==> config.mk <==
export PLATFORM = sky130hd
export DESIGN_NAME = rxm_monitor
export DESIGN_NICKNAME = d
export VERILOG_FILES = /design/src/rtl/rxm_pkg.sv /design/src/rtl/rxm_wrap_track.sv /design/src/rtl/rxm_trig.sv /design/src/rtl/rxm_monitor.sv
export SDC_FILE = /design/constraint.sdc
export NUM_CORES = 1
export LEC_CHECK = 0
export BUFFER_PORTS_ARGS = -buffer_cell sky130_fd_sc_hd__buf_2
export CORE_UTILIZATION = 30
export DETAILED_ROUTE_END_ITERATION = 8
export GPL_TIMING_DRIVEN = 0
export PLACE_DENSITY = 0.5
export SYNTH_ARGS = -nofsm -noshare
export SYNTH_HDL_FRONTEND = slang
export SYNTH_SLANG_ARGS = --single-unit
==> constraint.sdc <==
create_clock -name clk -period 5.8 [get_ports clk]
set_input_delay 0.58 -clock clk [delete_from_list [all_inputs] [get_ports clk]]
set_output_delay 0.58 -clock clk [all_outputs]
set_load 0.05 [all_outputs]
==> src/rtl/rxm_pkg.sv <==
package rxm_pkg;
  localparam int ADDR_W = 8;
  localparam int DATA_W = 16;

  localparam logic [ADDR_W-1:0] A_WRAP = 8'h2A;
  localparam logic [ADDR_W-1:0] A_CTGT = 8'h2C;
  localparam logic [ADDR_W-1:0] A_IVL  = 8'h2E;
  localparam logic [ADDR_W-1:0] A_IEN  = 8'h30;
  localparam logic [ADDR_W-1:0] A_FLAG = 8'h32;
  localparam logic [ADDR_W-1:0] A_CNT  = 8'h34;

  localparam int BIT_ONE   = 14;
  localparam int BIT_MULTI = 15;

  typedef struct packed {
    logic ivl;
    logic cnt;
  } trig_t;
endpackage

==> src/rtl/rxm_wrap_track.sv <==
module rxm_wrap_track #(
  parameter int DEPTH = 256,
  localparam int AW = $clog2(DEPTH)
) (
  input  logic          clk,
  input  logic          rst_n,
  input  logic          stb,
  input  logic          clr_req,
  input  logic [1:0]    clr_mask,
  output logic [AW-1:0] ptr_o,
  output logic          one_o,
  output logic          multi_o
);
  localparam logic [AW-1:0] LAST = AW'(DEPTH - 1);

  logic [AW-1:0] ptr_q, ptr_d;
  logic          one_q, one_d, multi_q, multi_d;
  logic          wrap_ev;

  assign wrap_ev = stb && (ptr_q == LAST);

  always_comb begin
    ptr_d   = ptr_q;
    one_d   = one_q;
    multi_d = multi_q;
    if (stb) begin
      ptr_d = wrap_ev ? '0 : ptr_q + 1'b1;
    end
    if (wrap_ev) begin
      if (one_q) multi_d = 1'b1;
      else       one_d   = 1'b1;
    end else if (clr_req) begin
      if (clr_mask[0]) one_d   = 1'b0;
      if (clr_mask[1]) multi_d = 1'b0;
    end
  end

  always_ff @(posedge clk or negedge rst_n) begin
    if (!rst_n) begin
      ptr_q   <= '0;
      one_q   <= 1'b0;
      multi_q <= 1'b0;
    end else begin
      ptr_q   <= ptr_d;
      one_q   <= one_d;
      multi_q <= multi_d;
    end
  end

  assign ptr_o   = ptr_q;
  assign one_o   = one_q;
  assign multi_o = multi_q;

  AST_PTR_HOLD: assert property (@(posedge clk) disable iff (!rst_n)
    !stb |=> $stable(ptr_q));
  AST_FIRST_WRAP: assert property (@(posedge clk) disable iff (!rst_n)
    (wrap_ev && !one_q) |=> one_q);
  AST_SECOND_WRAP: assert property (@(posedge clk) disable iff (!rst_n)
    (wrap_ev && one_q) |=> (one_q && multi_q));
  AST_MULTI_STICKY: assert property (@(posedge clk) disable iff (!rst_n)
    (multi_q && !clr_req) |=> multi_q);
endmodule

==> src/rtl/rxm_trig.sv <==
module rxm_trig #(
  parameter int CW = 16
) (
  input  logic          clk,
  input  logic          rst_n,
  input  logic          stb,
  input  logic          cnt_clr,
  input  logic          tgt_we,
  input  logic          ivl_we,
  input  logic [CW-1:0] wdata,
  output logic [CW-1:0] cnt_o,
  output logic          cnt_hit,
  output logic          ivl_hit
);
  logic [CW-1:0] cnt_q, cnt_d, cnt_inc;
  logic [CW-1:0] tgt_q, tgt_d;
  logic [CW-1:0] ivn_q, ivn_d, ivc_q, ivc_d, ivc_inc;

  assign cnt_inc = cnt_q + 1'b1;
  assign ivc_inc = ivc_q + 1'b1;

  always_comb begin
    cnt_d   = cnt_q;
    tgt_d   = tgt_q;
    ivn_d   = ivn_q;
    ivc_d   = ivc_q;
    cnt_hit = 1'b0;
    ivl_hit = 1'b0;
    if (cnt_clr) begin
      cnt_d = '0;
    end else if (stb) begin
      cnt_d   = cnt_inc;
      cnt_hit = (tgt_q != '0) && (cnt_inc == tgt_q);
    end
    if (tgt_we) tgt_d = wdata;
    if (ivl_we) begin
      ivn_d = wdata;
      ivc_d = '0;
    end else if (stb && (ivn_q != '0)) begin
      if (ivc_inc == ivn_q) begin
        ivc_d   = '0;
        ivl_hit = 1'b1;
      end else begin
        ivc_d = ivc_inc;
      end
    end
  end

  always_ff @(posedge clk or negedge rst_n) begin
    if (!rst_n) begin
      cnt_q <= '0;
      tgt_q <= '0;
      ivn_q <= '0;
      ivc_q <= '0;
    end else begin
      cnt_q <= cnt_d;
      tgt_q <= tgt_d;
      ivn_q <= ivn_d;
      ivc_q <= ivc_d;
    end
  end

  assign cnt_o = cnt_q;

  AST_CNT_STEP: assert property (@(posedge clk) disable iff (!rst_n)
    (stb && !cnt_clr) |=> (cnt_q == CW'($past(cnt_q) + 1'b1)));
  AST_CNT_CLEAR: assert property (@(posedge clk) disable iff (!rst_n)
    cnt_clr |=> (cnt_q == '0));
  AST_IVL_BOUND: assert property (@(posedge clk) disable iff (!rst_n)
    (ivn_q != '0) |-> (ivc_q < ivn_q));
  AST_HIT_NEEDS_STB: assert property (@(posedge clk) disable iff (!rst_n)
    (cnt_hit || ivl_hit) |-> stb);
endmodule

==> src/rtl/rxm_monitor.sv <==
module rxm_monitor
  import rxm_pkg::*;
#(
  parameter int DEPTH = 256,
  localparam int AW = $clog2(DEPTH)
) (
  input  logic              clk,
  input  logic              rst_n,
  input  logic              word_stb,
  input  logic [ADDR_W-1:0] host_addr,
  input  logic              host_wr,
  input  logic              host_rd,
  input  logic [DATA_W-1:0] host_wdata,
  output logic [DATA_W-1:0] host_rdata,
  output logic [AW-1:0]     wr_ptr,
  output logic              irq
);
  logic          we_wrap, we_ctgt, we_ivl, we_ien, we_flag, we_cnt;
  logic          w_one, w_multi;
  logic          hit_cnt, hit_ivl;
  logic [DATA_W-1:0] cnt_val;
  trig_t         flg_q, flg_d, set_v, clr_v, en_q, en_d;

  assign we_wrap = host_wr && (host_addr == A_WRAP);
  assign we_ctgt = host_wr && (host_addr == A_CTGT);
  assign we_ivl  = host_wr && (host_addr == A_IVL);
  assign we_ien  = host_wr && (host_addr == A_IEN);
  assign we_flag = host_wr && (host_addr == A_FLAG);
  assign we_cnt  = host_wr && (host_addr == A_CNT);

  rxm_wrap_track #(.DEPTH(DEPTH)) u_wrap (
    .clk      (clk),
    .rst_n    (rst_n),
    .stb      (word_stb),
    .clr_req  (we_wrap),
    .clr_mask ({host_wdata[BIT_MULTI], host_wdata[BIT_ONE]}),
    .ptr_o    (wr_ptr),
    .one_o    (w_one),
    .multi_o  (w_multi)
  );

  rxm_trig #(.CW(DATA_W)) u_trig (
    .clk     (clk),
    .rst_n   (rst_n),
    .stb     (word_stb),
    .cnt_clr (we_cnt),
    .tgt_we  (we_ctgt),
    .ivl_we  (we_ivl),
    .wdata   (host_wdata),
    .cnt_o   (cnt_val),
    .cnt_hit (hit_cnt),
    .ivl_hit (hit_ivl)
  );

  always_comb begin
    set_v.cnt = hit_cnt;
    set_v.ivl = hit_ivl;
    clr_v     = we_flag ? trig_t'(host_wdata[1:0]) : '0;
    flg_d     = (flg_q & ~clr_v) | set_v;
    en_d      = we_ien ? trig_t'(host_wdata[1:0]) : en_q;
  end

  always_ff @(posedge clk or negedge rst_n) begin
    if (!rst_n) begin
      flg_q <= '0;
      en_q  <= '0;
    end else begin
      flg_q <= flg_d;
      en_q  <= en_d;
    end
  end

  assign irq = |(flg_q & en_q);

  always_comb begin
    host_rdata = '0;
    if (host_rd) begin
      unique case (host_addr)
        A_WRAP: begin
          host_rdata[BIT_ONE]   = w_one;
          host_rdata[BIT_MULTI] = w_multi;
        end
        A_IEN:   host_rdata[1:0] = en_q;
        A_FLAG:  host_rdata[1:0] = flg_q;
        A_CNT:   host_rdata      = cnt_val;
        default: host_rdata      = '0;
      endcase
    end
  end

  AST_FLAG_SET_WINS: assert property (@(posedge clk) disable iff (!rst_n)
    hit_cnt |=> flg_q.cnt);
  AST_FLAG_STICKY: assert property (@(posedge clk) disable iff (!rst_n)
    (flg_q.ivl && !we_flag) |=> flg_q.ivl);
  AST_IRQ_NEEDS_EN: assert property (@(posedge clk) disable iff (!rst_n)
    irq |-> (en_q != '0));
  AST_RD_IDLE_ZERO: assert property (@(posedge clk) disable iff (!rst_n)
    !host_rd |-> (host_rdata == '0));
endmodule

# Word level (Yosys, flattened, before mapping)
# Index checks and enable logic that the tools add are counted.
[op_classes]
n_addsub = 3
n_eq_ne = 10
n_mux = 23
bitwise_logic = 4
reduce_logical = 19
[ops]
columns = ["op", "n"]
rows = [
  ["$mux 16", 6],
  ["$eq 8x6->1 const B", 6],
  ["$add 16x1->16 const B", 2],
  ["$eq 16x16->1", 2],
  ["$reduce_bool 16->1", 2],
  ["$mux 1", 12],
  ["$mux 12", 1],
  ["$reduce_bool 2->1", 5],
  ["$logic_and 1x1->1", 9],
  ["$add 8x1->8 const B", 1],
  ["$eq 8x8->1 const B", 1],
  ["$mux 8", 1],
  ["$pmux 2 s3", 1],
  ["$and 2x2->2", 2],
  ["$pmux 2 s2", 1],
  ["$reduce_and 3->1", 1],
  ["$mux 2", 1],
  ["$ne 2x1->1 const B", 1],
  ["$not 2->2", 1],
  ["$or 2x2->2", 1],
  ["$reduce_and 2->1", 1],
  ["$reduce_or 2->1", 1],
]
[word_totals]
reg_bits = 78
input_bits = 29
wordCells = 70

# Logic depth before layout (Yosys ltp)
# Gate-level depths: netlist (run 1).
[logic_depth]
word_depth = 6
ltp_mapped = 9
mapped_depth_nobuf = 7

# Cells and area by module
# From an unflattened synthesis (run 1), not the netlist that was laid out.
[hier_totals]
cells_unflattened = 478
hier_area_um2 = 4824.6
[modules_own_cells]
columns = ["mod", "n_inst", "cells_per_inst", "area_per_inst_um2", "seq_area_each_um2"]
rows = [
  ["rxm_trig", 1, 382, 3871.2, 1601.5],
  ["rxm_monitor", 1, 57, 484.2, 100.1],
  ["rxm_wrap_track", 1, 39, 469.2, 250.2],
]

# Least setup slack after synthesis (run 1)
# Ideal clock, no wire load.
[synth_timing]
path_kind = "in2out"
from = "in host_addr[2]"
to = "out host_rdata[0]"
arrival_ns = 2.212
required_ns = 5.220
path_slack_ns = 3.008
stages = 5
path_buffers = 1
path_cell_list = "clkbuf_1 > or3b_2 > nor2_1 > a22oi_1 > nor2b_1"
[synth_via]
elab_chain_len = 3
word_cells_on_any_way = 5
[synth_lines]
columns = ["element", "line_no", "source"]
rows = [
  ["start: declaration", "rxm_monitor.sv:10", "input logic [ADDR_W-1:0] host_addr,"],
  ["$eq 8x6->1", "rxm_monitor.sv:78", "unique case (host_addr)"],
  ["$pmux 2 s3 (*)", "rxm_monitor.sv:78", ""],
  ["$mux 16 (*)", "rxm_monitor.sv:77", "if (host_rd) begin"],
  ["end: declaration", "rxm_monitor.sv:14", "output logic [DATA_W-1:0] host_rdata,"],
]
# Mark *: on every way between the ends. The rest lies on a longest branch, timed or not.

# Final worst setup path (run 1)
[layout_timing]
from = "reg u_trig.ivc_q[0]"
to = "reg u_trig.ivc_q[9]"
[layout_via]
elab_chain_len = 5
[layout_lines]
columns = ["element", "line_no", "source"]
rows = [
  ["start: declaration", "rxm_trig.sv:17", "logic [CW-1:0] ivn_q, ivn_d, ivc_q, ivc_d, ivc_inc;"],
  ["start signal: assignment", "rxm_trig.sv:59", "ivc_q <= ivc_d;"],
  ["$add 16x1->16 (*)", "rxm_trig.sv:20", "assign ivc_inc = ivc_q + 1'b1;"],
  ["$eq 16x16->1", "rxm_trig.sv:40", "if (ivc_inc == ivn_q) begin"],
  ["$mux 16 (*)", "rxm_trig.sv:40", ""],
  ["$mux 16 (*)", "rxm_trig.sv:39", "end else if (stb && (ivn_q != '0)) begin"],
  ["$mux 16 (*)", "rxm_trig.sv:36", "if (ivl_we) begin"],
]
# Mark *: on every way between the ends. The rest lies on a longest branch, timed or not. The select of a mux whose other input is x is not followed.
# A chain may end at the register's enable or synchronous reset.

==> reports/results.ini, run 1 <==
[outcome]
status = completed

[timing]
rsz0062_at_grt = no
hold_viol = 0
setup_violations = 0
layout_min_cycle_time_ns = 3.16
slew-limit-headroom = 0.550
final.setup_skew_ns = 0.00957
fin_hold_ws_ns = 0.138
max_freq_ghz = 0.317
worst_pin_slew_ns = 0.675
slew_violations = 0
timing.final.ws_setup_ns = 2.64
setup_tns_ns = 0
period_share = 0.544

[worst_setup_path]
required_ns = 5.99
crit_fanout = 10
cp-start-kind = flip-flop
cp.arrival_ns = 3.35
critPathKind = reg -> reg
ff2ff_setup_slack_ns = 2.64
end_kind = flip-flop

[detailed_routing]
wl_um = 12400
dr.pass1.iters = 4
drc = 0
postRouteAntennaNets = 0
routed_via_density = 5.09
wl_per_cell_um = 15.9
vias = 3952
drt_iter0_drc = 198

[layout]
drive_gt1_frac = 0.216
fin_nets = 592
stdcell_count = 776
n_antenna_cell = 0
nFillCells = 1634
syn2layout_area_growth_pct = 18.3

[global_routing]
track_usage = 0.158
grt-ovfl-total = 0
grt_use_met1 = 0.236
grt_pass1_vias = 3761
grt_pass1_wl_um = 20100
antenna_found_initial = 0
met2_usage = 0.232
grt_max_degree = 56
top_usage_layer = met1
met3_usage = 0.0204

[clocking]
cts_tree = built
insertion_delay_ns = 0.34
ctsResizeCount = 0
cts-root-buf = clkbuf_16
cts_setup_buffers = 0
clockBufferDepth = 2
numCtsBuffers = 9
cts.sinks = 78
clkTransAtPathRegs_ns = 0.06
cts_max_level = 3
hold_buffers = 0

[min_path]
hp-class = in -> async

[yosys]
synthArstFlopShare = 1.00
synth_cells = 496
synth_fp_nets = 528
synth-seq-cells = 78
synth_warnings = 0
syn_area_um2 = 4800
synth_ff_type = dfrtp_1
postSynthAreaPerCell_um2 = 9.68
synth_edf_count = 0
synth_cell_types = 59
ys_seq_area_frac = 0.406

[floorplan]
dieArea_um2 = 16500
coreArea_um2 = 15400
die_x_um = 129
pin_count = 54
floorplan.initialDensity = 0.311
row_count = 45
die_h_um = 129

[pwr]
pwr-share-clk = 0.319
total_power_uw = 1940
sequentialPowerShare = 0.369
intPower_uw = 1240
switching_share = 0.361
power_density_nw_per_um2 = 342
combinationalPowerShare = 0.311
ir_drop_mv = 0.170
p_switching_uw = 703
p_leak_uw = 0.00251

[placement]
place_congestion = 0.829
portBuffers = 52
dp.cells = 760
dp_slack_ns = 2.66
dpl.hpwl_um = 9210

[job]
cap_violations = 0

[power groups by stage]
stage,combinational [µW],clock [µW],sequential [µW]
after floorplan,381,0,786
after global placement,593,0,725
after detailed placement,606,0,727
after CTS,608,635,718
after global routing,667,660,734
final,605,621,718
[placed cells by master, fill, tap and decap left out, types with 23 or more instances in the layout]
| cell type | netlist | layout |
|---|---|---|
| nand2_1 | 40 | 40 |
| xor2_1 | 34 | 34 |
| dfrtp_1 | 78 | 78 |
| clkbuf_1 | 22 | 23 |
| mux2_2 | 33 | 33 |
| nand4_1 | 23 | 23 |
| nor2_1 | 34 | 34 |
| buf_2 | 6 | 57 |
| xnor2_1 | 39 | 39 |
| nand3_1 | 24 | 24 |
[flip-flops by register name, indices dropped and copies added (netlist names)]
name	count
u_trig.cnt_o	16
u_wrap.one_o	1
en_q	2
u_trig.tgt_q	16
u_wrap.ptr_o	8
flg_q	2
u_wrap.multi_o	1
u_trig.ivn_q	16
u_trig.ivc_q	16
[logic make-up (layout without fill, tap and decap cells)]
group,after synthesis,in the layout,synth area share
muxes,42,42,0.0977
and+or+nand+nor,206,206,0.235
xor gates and xnor gates,73,73,0.133
buffers and inverters,35,104,0.0305
adders and majority gates,3,3,0.00782
DFF,78,78,0.406
AOI/OAI and AO/OA,59,59,0.0894
[worst paths after layout]
kind                                        startpoint                     endpoint  cells past startpoint
min in group clk                         host_wdata[7]  u_trig.ivn_q[7]$_DFFE_PN0P_                      2
setup reg to reg           u_trig.ivc_q[0]$_DFFE_PN0P_  u_trig.ivc_q[9]$_DFFE_PN0P_                      9
hold reg to reg            u_wrap.ptr_o[6]$_DFFE_PN0P_  u_wrap.ptr_o[6]$_DFFE_PN0P_                      1
max in group asynchronous                        rst_n  u_trig.tgt_q[2]$_DFFE_PN0P_                      2
setup / recovery           u_trig.ivc_q[0]$_DFFE_PN0P_  u_trig.ivc_q[9]$_DFFE_PN0P_                      9
hold / removal                                   rst_n  u_wrap.ptr_o[7]$_DFFE_PN0P_                      1
[layer usage]
layer / vias up / share of wire
li1: 1911 / -
met4: 0 / 0.014
met1: 1955 / 0.52
met2: 74 / 0.43
met5: - / 0
met3: 12 / 0.031
[cell type report]
class | count | area (µm²) | share of cell area
multi-input combinational | 383 | 2700 | 0.476
timing repair buffer | 53 | 290 | 0.0511
clock buffer | 11 | 243 | 0.0427
buffer | 30 | 128 | 0.0225
clock inverter | 5 | 81.3 | 0.0143
tap | 211 | 264 | 0.0465
sequential | 78 | 1950 | 0.344
inverter | 5 | 18.8 | 0.00330
[cells in the mapped netlist, types with 5 or more instances]
master    instances  area share
nand3_1          24       0.025
nand3b_1          7       0.011
xor2_1           34       0.062
and2_1           15       0.020
mux2_2           33       0.077
xnor2_1          39       0.071
a31oi_1           5      0.0065
nor4_1           15       0.020
a21oi_2          10       0.018
inv_1             5      0.0039
nand2_1          40       0.031
buf_2             6      0.0063
clkbuf_1         22       0.017
and3_1           11       0.014
mux2_1            6       0.014
nor2_1           34       0.027
nand4_1          23       0.030
nor2b_1           7      0.0091
dfrtp_1          78        0.41
nor3_1           10       0.010
o21ai_0           6      0.0063
a21oi_1           9      0.0094
[worst max-delay path, cell delays in order (launching register included)]
cell and delay [ns]:
dfrtp_1 0.51, ha_1 0.19, clkbuf_1 0.28, and2_1 0.30
a41oi_1 0.14, nor4_1 0.33, o2111ai_2 0.26, nor4_4 0.64
buf_6 0.26, a21oi_2 0.07
[metrics by stage]
stage,instance area [µm²],util
3_3_place_gp,5330,0.345
3_5_place_dp,5360,0.347
5_1_grt,5680,0.368
6_report,5680,0.368
4_1_cts,5680,0.368
2_1_floorplan,4800,-
No activity file was read; power rests on OpenSTA's default activity.
==> inputs of run 2 (changes only) <==
--- a/config.mk
+++ b/config.mk
@@ -9,7 +9,7 @@
 export CORE_UTILIZATION = 30
 export DETAILED_ROUTE_END_ITERATION = 8
 export GPL_TIMING_DRIVEN = 0
-export PLACE_DENSITY = 0.5
+export PLACE_DENSITY = 0.52
 export SYNTH_ARGS = -nofsm -noshare
 export SYNTH_HDL_FRONTEND = slang
 export SYNTH_SLANG_ARGS = --single-unit
==> constraint.sdc (replaced) <==
create_clock -name clk -period 2.6 [get_ports clk]
set_input_delay 0.26 -clock clk [delete_from_list [all_inputs] [get_ports clk]]
set_output_delay 0.26 -clock clk [all_outputs]
set_load 0.05 [all_outputs]
==> run 2 against run 1 <==
Effect of this change: non-clock buffer count rose by 3; final cell count grew 0.26%; critical path type unchanged; design area increased by 1.4%; clock skew is 0.0036 ns lower; global-route usage rose by 0.35 points; fmax rose by 28%; sequential cell count unchanged; count of clock-buffer cells in the layout unchanged; critical endpoint is now flg_q[0]$_DFF_PN0_; via count up 1.7%; sequential share of layout area fell by 0.44 points; sequential power is 120% higher; highest routed layer unchanged.
==> reports/results.ini, run 2 (same netlist as run 1, synthesis figures left out) <==
[global_routing]
grt_use_met1 = 0.230  ; -0.00613
met2_usage = 0.245  ; +0.0124
grt-ovfl-total = 0  ; unchanged
top_usage_layer = met2
grt_max_degree = 63  ; +13%
antenna_found_initial = 0  ; unchanged
grt_pass1_wl_um = 20600  ; +2.4%
met3_usage = 0.0212  ; +0.000832
grt_pass1_vias = 3921  ; +4.3%
track_usage = 0.162  ; +0.00347

[pwr]
total_power_uw = 4400  ; +130%
p_switching_uw = 1580  ; +120%
power_density_nw_per_um2 = 763  ; +120%
pwr-share-clk = 0.313  ; -0.006
switching_share = 0.359  ; -0.00275
ir_drop_mv = 0.408  ; +140%
intPower_uw = 2820  ; +130%
p_leak_uw = 0.00254  ; +1.3%
sequentialPowerShare = 0.367  ; -0.002
combinationalPowerShare = 0.319  ; +0.008

[clocking]
cts.sinks = 78  ; unchanged
clockBufferDepth = 2  ; unchanged
clkTransAtPathRegs_ns = 0.06  ; about the same
insertion_delay_ns = 0.34  ; about the same
cts_tree = built
cts-root-buf = clkbuf_16
cts_max_level = 3  ; unchanged
numCtsBuffers = 9  ; unchanged

[min_path]
hp-class = in -> reg
hold_depth = 2

[worst_setup_path]
reg2reg_from = u_trig.cnt_o[1]$_DFFE_PN0P_
cp-endpoint = flg_q[0]$_DFF_PN0_
required_ns = 2.82  ; -3.17 ns
end_kind = flip-flop
critPathKind = reg -> reg
timing.rr.end = flg_q[0]$_DFF_PN0_
r2r_cells = 7  ; -2
cp-start-kind = flip-flop
startpoint = u_trig.cnt_o[1]$_DFFE_PN0P_
crit_fanout = 9  ; -1
cp.arrival_ns = 2.69  ; -0.66 ns
ff2ff_setup_slack_ns = 0.13  ; -2.51 ns

[layout]
mostFrequentLayoutCells = dfrtp_1, buf_2, nand2_1
syn2layout_area_growth_pct = 20.0
final_common_cell = dfrtp_1
final_area_um2 = 5760  ; +1.4%
fin_nets = 595  ; +0.51%
n_antenna_cell = 0  ; unchanged
drive_gt1_frac = 0.245  ; +0.0292
post-route-util = 0.373  ; +0.00527
nFillCells = 1584  ; -3.1%

[timing]
max_freq_ghz = 0.405  ; +28%
final.setup_skew_ns = 0.00593  ; -0.00363 ns
worst_pin_slew_ns = 0.657  ; -0.0182 ns
slew-limit-headroom = 0.562  ; +0.0121
period_share = 0.949  ; +0.405
fin_hold_ws_ns = 0.157  ; +0.0192 ns
slew_violations = 0  ; unchanged
layout_min_cycle_time_ns = 2.47  ; -0.689 ns
hold_viol = 0  ; unchanged
rsz0062_at_grt = no
setup_violations = 0  ; unchanged

[detailed_routing]
wl_per_cell_um = 16.2  ; +1.5%
vias = 4020  ; +1.7%
wl_um = 12600  ; +1.8%
postRouteAntennaNets = 0  ; unchanged
routed_via_density = 5.17  ; +1.5%
drt_iter0_drc = 233  ; +18%
drc = 0  ; unchanged
dr.pass1.iters = 4  ; unchanged

[floorplan]
coreArea_um2 = 15400  ; unchanged
floorplan.initialDensity = 0.311  ; unchanged
die_h_um = 129  ; unchanged
dieArea_um2 = 16500  ; unchanged
die_x_um = 129  ; unchanged
row_count = 45  ; unchanged
pin_count = 54  ; unchanged

[placement]
portBuffers = 52  ; unchanged
place_congestion = 0.824  ; -0.58%
place_area_um2 = 5360  ; unchanged
dpl.hpwl_um = 9280  ; +0.73%

[job]
cap_violations = 0  ; unchanged

[outcome]
status = completed

## run 2: cell types whose count changed in the layout (fill, tap and decap cells not counted), moves of 2 or more
| cell | previous run | this run |
|---|---|---|
| clkbuf_1 | 23 | 17 |
| buf_4 | 1 | 6 |
| clkbuf_2 | 0 | 2 |
| dfrtp_1 | 78 | 76 |
| dfrtp_2 | 0 | 2 |
| ha_1 | 3 | 1 |
| nor4_1 | 15 | 13 |
| nor4_2 | 0 | 2 |
## run 2: per-stage QoR
step | setup TNS [ns] | setup slack [ns] | std cells
final | 0 | 0.133 | 778
after global routing | 0 | 0.0113 | 778
after CTS | 0 | 0.0174 | 775
after detailed placement | -7.24 | -0.518 | 760
after global placement | -6.16 | -0.453 | 759
after floorplan | 0 | 0.0776 | 496
## run 2: layer usage
| layer | share of wire | vias to the layer above |
|---|---|---|
| li1 | - | 1916 |
| met1 | 0.49 | 1998 |
| met2 | 0.44 | 88 |
| met3 | 0.042 | 18 |
| met4 | 0.022 | 0 |
| met5 | 0 | - |
## run 2: layout make-up
type	count	area (µm²)	area share
inverters	5	18.8	0.00326
repair buffers	59	338	0.0586
multi-input cells	383	2750	0.476
flip-flops and latches	78	1950	0.339
clock inverters	4	70.1	0.0122
clock buffers	11	253	0.0439
plain buffers	27	119	0.0206
well taps	211	264	0.0458
## run 2: how the worst min path moves through the flow
stage / from / to / slack (ns)
6_report: host_wdata[6] / u_trig.ivn_q[6]$_DFFE_PN0P_ / 0.16
5_1_grt: host_wdata[6] / u_trig.ivn_q[6]$_DFFE_PN0P_ / 0.15
4_1_cts: host_wdata[6] / u_trig.ivn_q[6]$_DFFE_PN0P_ / 0.14
3_5_place_dp: rst_n / u_wrap.ptr_o[4]$_DFFE_PN0P_ / 0.16
3_3_place_gp: u_wrap.one_o$_DFFE_PN0P_ / u_wrap.one_o$_DFFE_PN0P_ / 0.48
2_1_floorplan: rst_n / en_q[0]$_DFFE_PN0P_ / -0.04
## run 2: power groups by stage
| stage | Combinational (µW) | Clock, µW | Sequential (µW) |
|---|---|---|---|
| 3_5_place_dp | 1350 | 0 | 1620 |
| 4_1_cts | 1370 | 1410 | 1600 |
| 2_1_floorplan | 850 | 0 | 1750 |
| 6_report | 1400 | 1380 | 1610 |
| 3_3_place_gp | 1320 | 0 | 1620 |
| 5_1_grt | 1530 | 1450 | 1650 |
## run 2: what timing repair did
action                     in CTS  in global routing
setup endpoints to repair      18                 28
gates resized for setup         4                 11
hold buffers                    1                  0
pin swaps                       1                  1
buffers inserted                1                  4
hold endpoints to repair       16                  0
## run 2: worst max-delay path: stages, from the launching register on
cell	delay (ns)
dfrtp_1	0.45
ha_2	0.29
and4_2	0.38
nand3_1	0.18
xnor2_1	0.18
a2111oi_1	0.39
nand3_1	0.16
o41ai_1	0.30
==> inputs of run 3 (changes only) <==
--- a/config.mk
+++ b/config.mk
@@ -7,6 +7,7 @@
 export LEC_CHECK = 0
 export BUFFER_PORTS_ARGS = -buffer_cell sky130_fd_sc_hd__buf_2
 export CORE_UTILIZATION = 30
+export CTS_BUF_LIST = sky130_fd_sc_hd__clkbuf_8
 export DETAILED_ROUTE_END_ITERATION = 8
 export GPL_TIMING_DRIVEN = 0
 export PLACE_DENSITY = 0.52
==> run 3 against run 2 <==
Effect of this change: design area down 1.6%; clock skew increased by 0.0039 ns; critical path depth stayed put; setup slack worse by 0.0036 ns; register-to-register slack hardly changed; sequential power about the same; total power fell by 7.8%; highest routed layer unchanged.
==> reports/results.ini, run 3 (same netlist as run 1, synthesis figures left out) <==
[outcome]
status = completed

[worst_setup_path]
timing.rr.end = flg_q[0]$_DFF_PN0_
r2r_cells = 7  ; unchanged
required_ns = 2.84  ; +0.02 ns
end_kind = flip-flop
crit_fanout = 9  ; unchanged
critPathKind = reg -> reg
worst_path_largest_cell_delay_ns = 0.46  ; about the same
cp.arrival_ns = 2.72  ; +0.03 ns
ff2ff_setup_slack_ns = 0.13  ; about the same
reg2reg_from = u_trig.cnt_o[1]$_DFFE_PN0P_
cp-start-kind = flip-flop
crit_slowest_cell = dfrtp_1
cp_common_cell = nand3_1
path_cells = ha_2 > and4_2 > nand3_1 > xnor2_1 > a2111oi_1 > nand3_1 > o41ai_1

[min_path]
hold_path.startpoint = host_wdata[6]
worstHoldEndpoint = u_trig.ivn_q[6]$_DFFE_PN0P_
hp-class = in -> reg
hold_depth = 2  ; unchanged

[pwr]
intPower_uw = 2520  ; -11%
total_power_uw = 4060  ; -7.8%
switching_share = 0.379  ; +0.0202
sequentialPowerShare = 0.397  ; +0.030
ir_drop_mv = 0.398  ; -2.5%
p_switching_uw = 1540  ; -2.6%
pwr-share-clk = 0.257  ; -0.056
combinationalPowerShare = 0.346  ; +0.027
p_leak_uw = 0.00250  ; -1.8%
power_density_nw_per_um2 = 715  ; -6.3%

[layout]
drive_gt1_frac = 0.246  ; +0.00133
final_common_cell = dfrtp_1
syn2layout_area_growth_pct = 18.1
fin_nets = 596  ; +0.17%
mostFrequentLayoutCells = dfrtp_1, buf_2, nand2_1
nFillCells = 1598  ; +0.88%
n_antenna_cell = 0  ; unchanged

[detailed_routing]
drc = 0  ; unchanged
wl_per_cell_um = 16.1  ; -0.61%
dr.pass1.iters = 4  ; unchanged
drt_iter0_drc = 251  ; +7.7%
vias = 4034  ; +0.35%
wl_um = 12500  ; -0.48%
postRouteAntennaNets = 0  ; unchanged
routed_via_density = 5.18  ; +0.22%

[placement]
place_congestion = 0.824  ; unchanged
dpl.hpwl_um = 9280  ; unchanged
dp_slack_ns = -0.518  ; unchanged
portBuffers = 52  ; unchanged

[floorplan]
die_h_um = 129  ; unchanged
row_count = 45  ; unchanged
floorplan.initialDensity = 0.311  ; unchanged
die_x_um = 129  ; unchanged
coreArea_um2 = 15400  ; unchanged
dieArea_um2 = 16500  ; unchanged
pin_count = 54  ; unchanged

[timing]
rsz0062_at_grt = no
max_freq_ghz = 0.405  ; -0.14%
worst_pin_slew_ns = 0.680  ; +0.0228 ns
setup_violations = 0  ; unchanged
slew_violations = 0  ; unchanged
timing.final.ws_setup_ns = 0.130  ; -0.00357 ns
layout_min_cycle_time_ns = 2.47  ; +0.00357 ns
slew-limit-headroom = 0.547  ; -0.0152
final.setup_skew_ns = 0.00986  ; +0.00392 ns
period_share = 0.950  ; +0.00137
hold_viol = 0  ; unchanged

[clocking]
clockBufferDepth = 2  ; unchanged
cts_tree = built
cts-root-buf = clkbuf_8
cts_max_level = 3  ; unchanged
clkTransAtPathRegs_ns = 0.08  ; +0.02 ns
insertion_delay_ns = 0.37  ; +0.03 ns
numCtsBuffers = 9  ; unchanged
cts.sinks = 78  ; unchanged

[job]
cap_violations = 0  ; unchanged

[global_routing]
grt_pass1_wl_um = 20400  ; -1.1%
track_usage = 0.159  ; -0.00269
grt_pass1_vias = 3904  ; -0.43%
antenna_found_initial = 0  ; unchanged
grt-ovfl-total = 0  ; unchanged
grt_max_degree = 63  ; unchanged

[run 3: per-layer routing]
metal | vias to the layer above | track usage | wire [µm]
li1 | 1911 | - | -
met1 | 2033 | 0.229 | 6340
met2 | 74 | 0.241 | 5520
met3 | 16 | 0.0212 | 427
met4 | 0 | 0.0630 | 239
met5 | - | 0 | 0
[run 3: worst max path at each step]
stage,start,endpoint,slack [ns],cells past startpoint
finish,u_trig.cnt_o[1]$_DFFE_PN0P_,flg_q[0]$_DFF_PN0_,0.13,7
global route,u_trig.ivc_q[7]$_DFFE_PN0P_,u_trig.ivc_q[4]$_DFFE_PN0P_,0.02,8
CTS,u_trig.cnt_o[0]$_DFFE_PN0P_,flg_q[0]$_DFF_PN0_,0.04,7
detailed placement,u_trig.ivc_q[0]$_DFFE_PN0P_,u_trig.ivc_q[13]$_DFFE_PN0P_,-0.52,9
global placement,u_trig.ivc_q[0]$_DFFE_PN0P_,u_trig.ivc_q[11]$_DFFE_PN0P_,-0.45,9
floorplan,u_trig.ivc_q[0]$_DFFE_PN0P_,u_trig.ivc_q[10]$_DFFE_PN0P_,0.08,9
[run 3: layout make-up]
type | instances | area, µm² | area share
multi-input combinational | 383 | 2750 | 0.485
sequential | 78 | 1950 | 0.345
timing repair buffer | 59 | 338 | 0.0596
tap | 211 | 264 | 0.0466
clock buffer | 11 | 151 | 0.0267
buffer | 28 | 123 | 0.0216
clock inverter | 4 | 70.1 | 0.0124
inverter | 5 | 18.8 | 0.00331
[run 3: metrics by stage]
stage	instance area (µm²)	std cells	TNS, ns	hold WS (ns)	utilization
floorplan	4800	496	0	-0.0356	-
global placement	5330	759	-6.16	0.482	0.345
detailed placement	5360	760	-7.24	0.158	0.347
CTS	5600	775	0	0.108	0.363
global route	5670	779	0	0.121	0.367
finish	5670	779	0	0.131	0.367
[run 3: timing repair]
item | 4_1_cts | 5_1_grt
hold buffers | 1 | 0
pin swaps | 1 | 1
resized for setup | 5 | 11
setup buffers | 1 | 4
hold endpoints to repair | 16 | 0
setup endpoints to repair | 18 | 28
[run 3: critical path: cells and delay by family, from the launching register on]
kind                     cells  cell delay (ns)
XOR/XNOR                     1             0.19
AO/OA/AOI/OAI                2             0.69
adder cells (fa/ha/maj)      1             0.29
flip-flops                   1             0.46
AND/OR/NAND/NOR              3             0.71
[run 3: power groups by stage]
| stage | sequential (µW) | clock, µW | combinational (µW) |
|---|---|---|---|
| final | 1610 | 1040 | 1400 |
| after global routing | 1640 | 1110 | 1520 |
| after detailed placement | 1620 | 0 | 1350 |
| after global placement | 1620 | 0 | 1320 |
| after CTS | 1600 | 1070 | 1370 |
| after floorplan | 1750 | 0 | 850 |
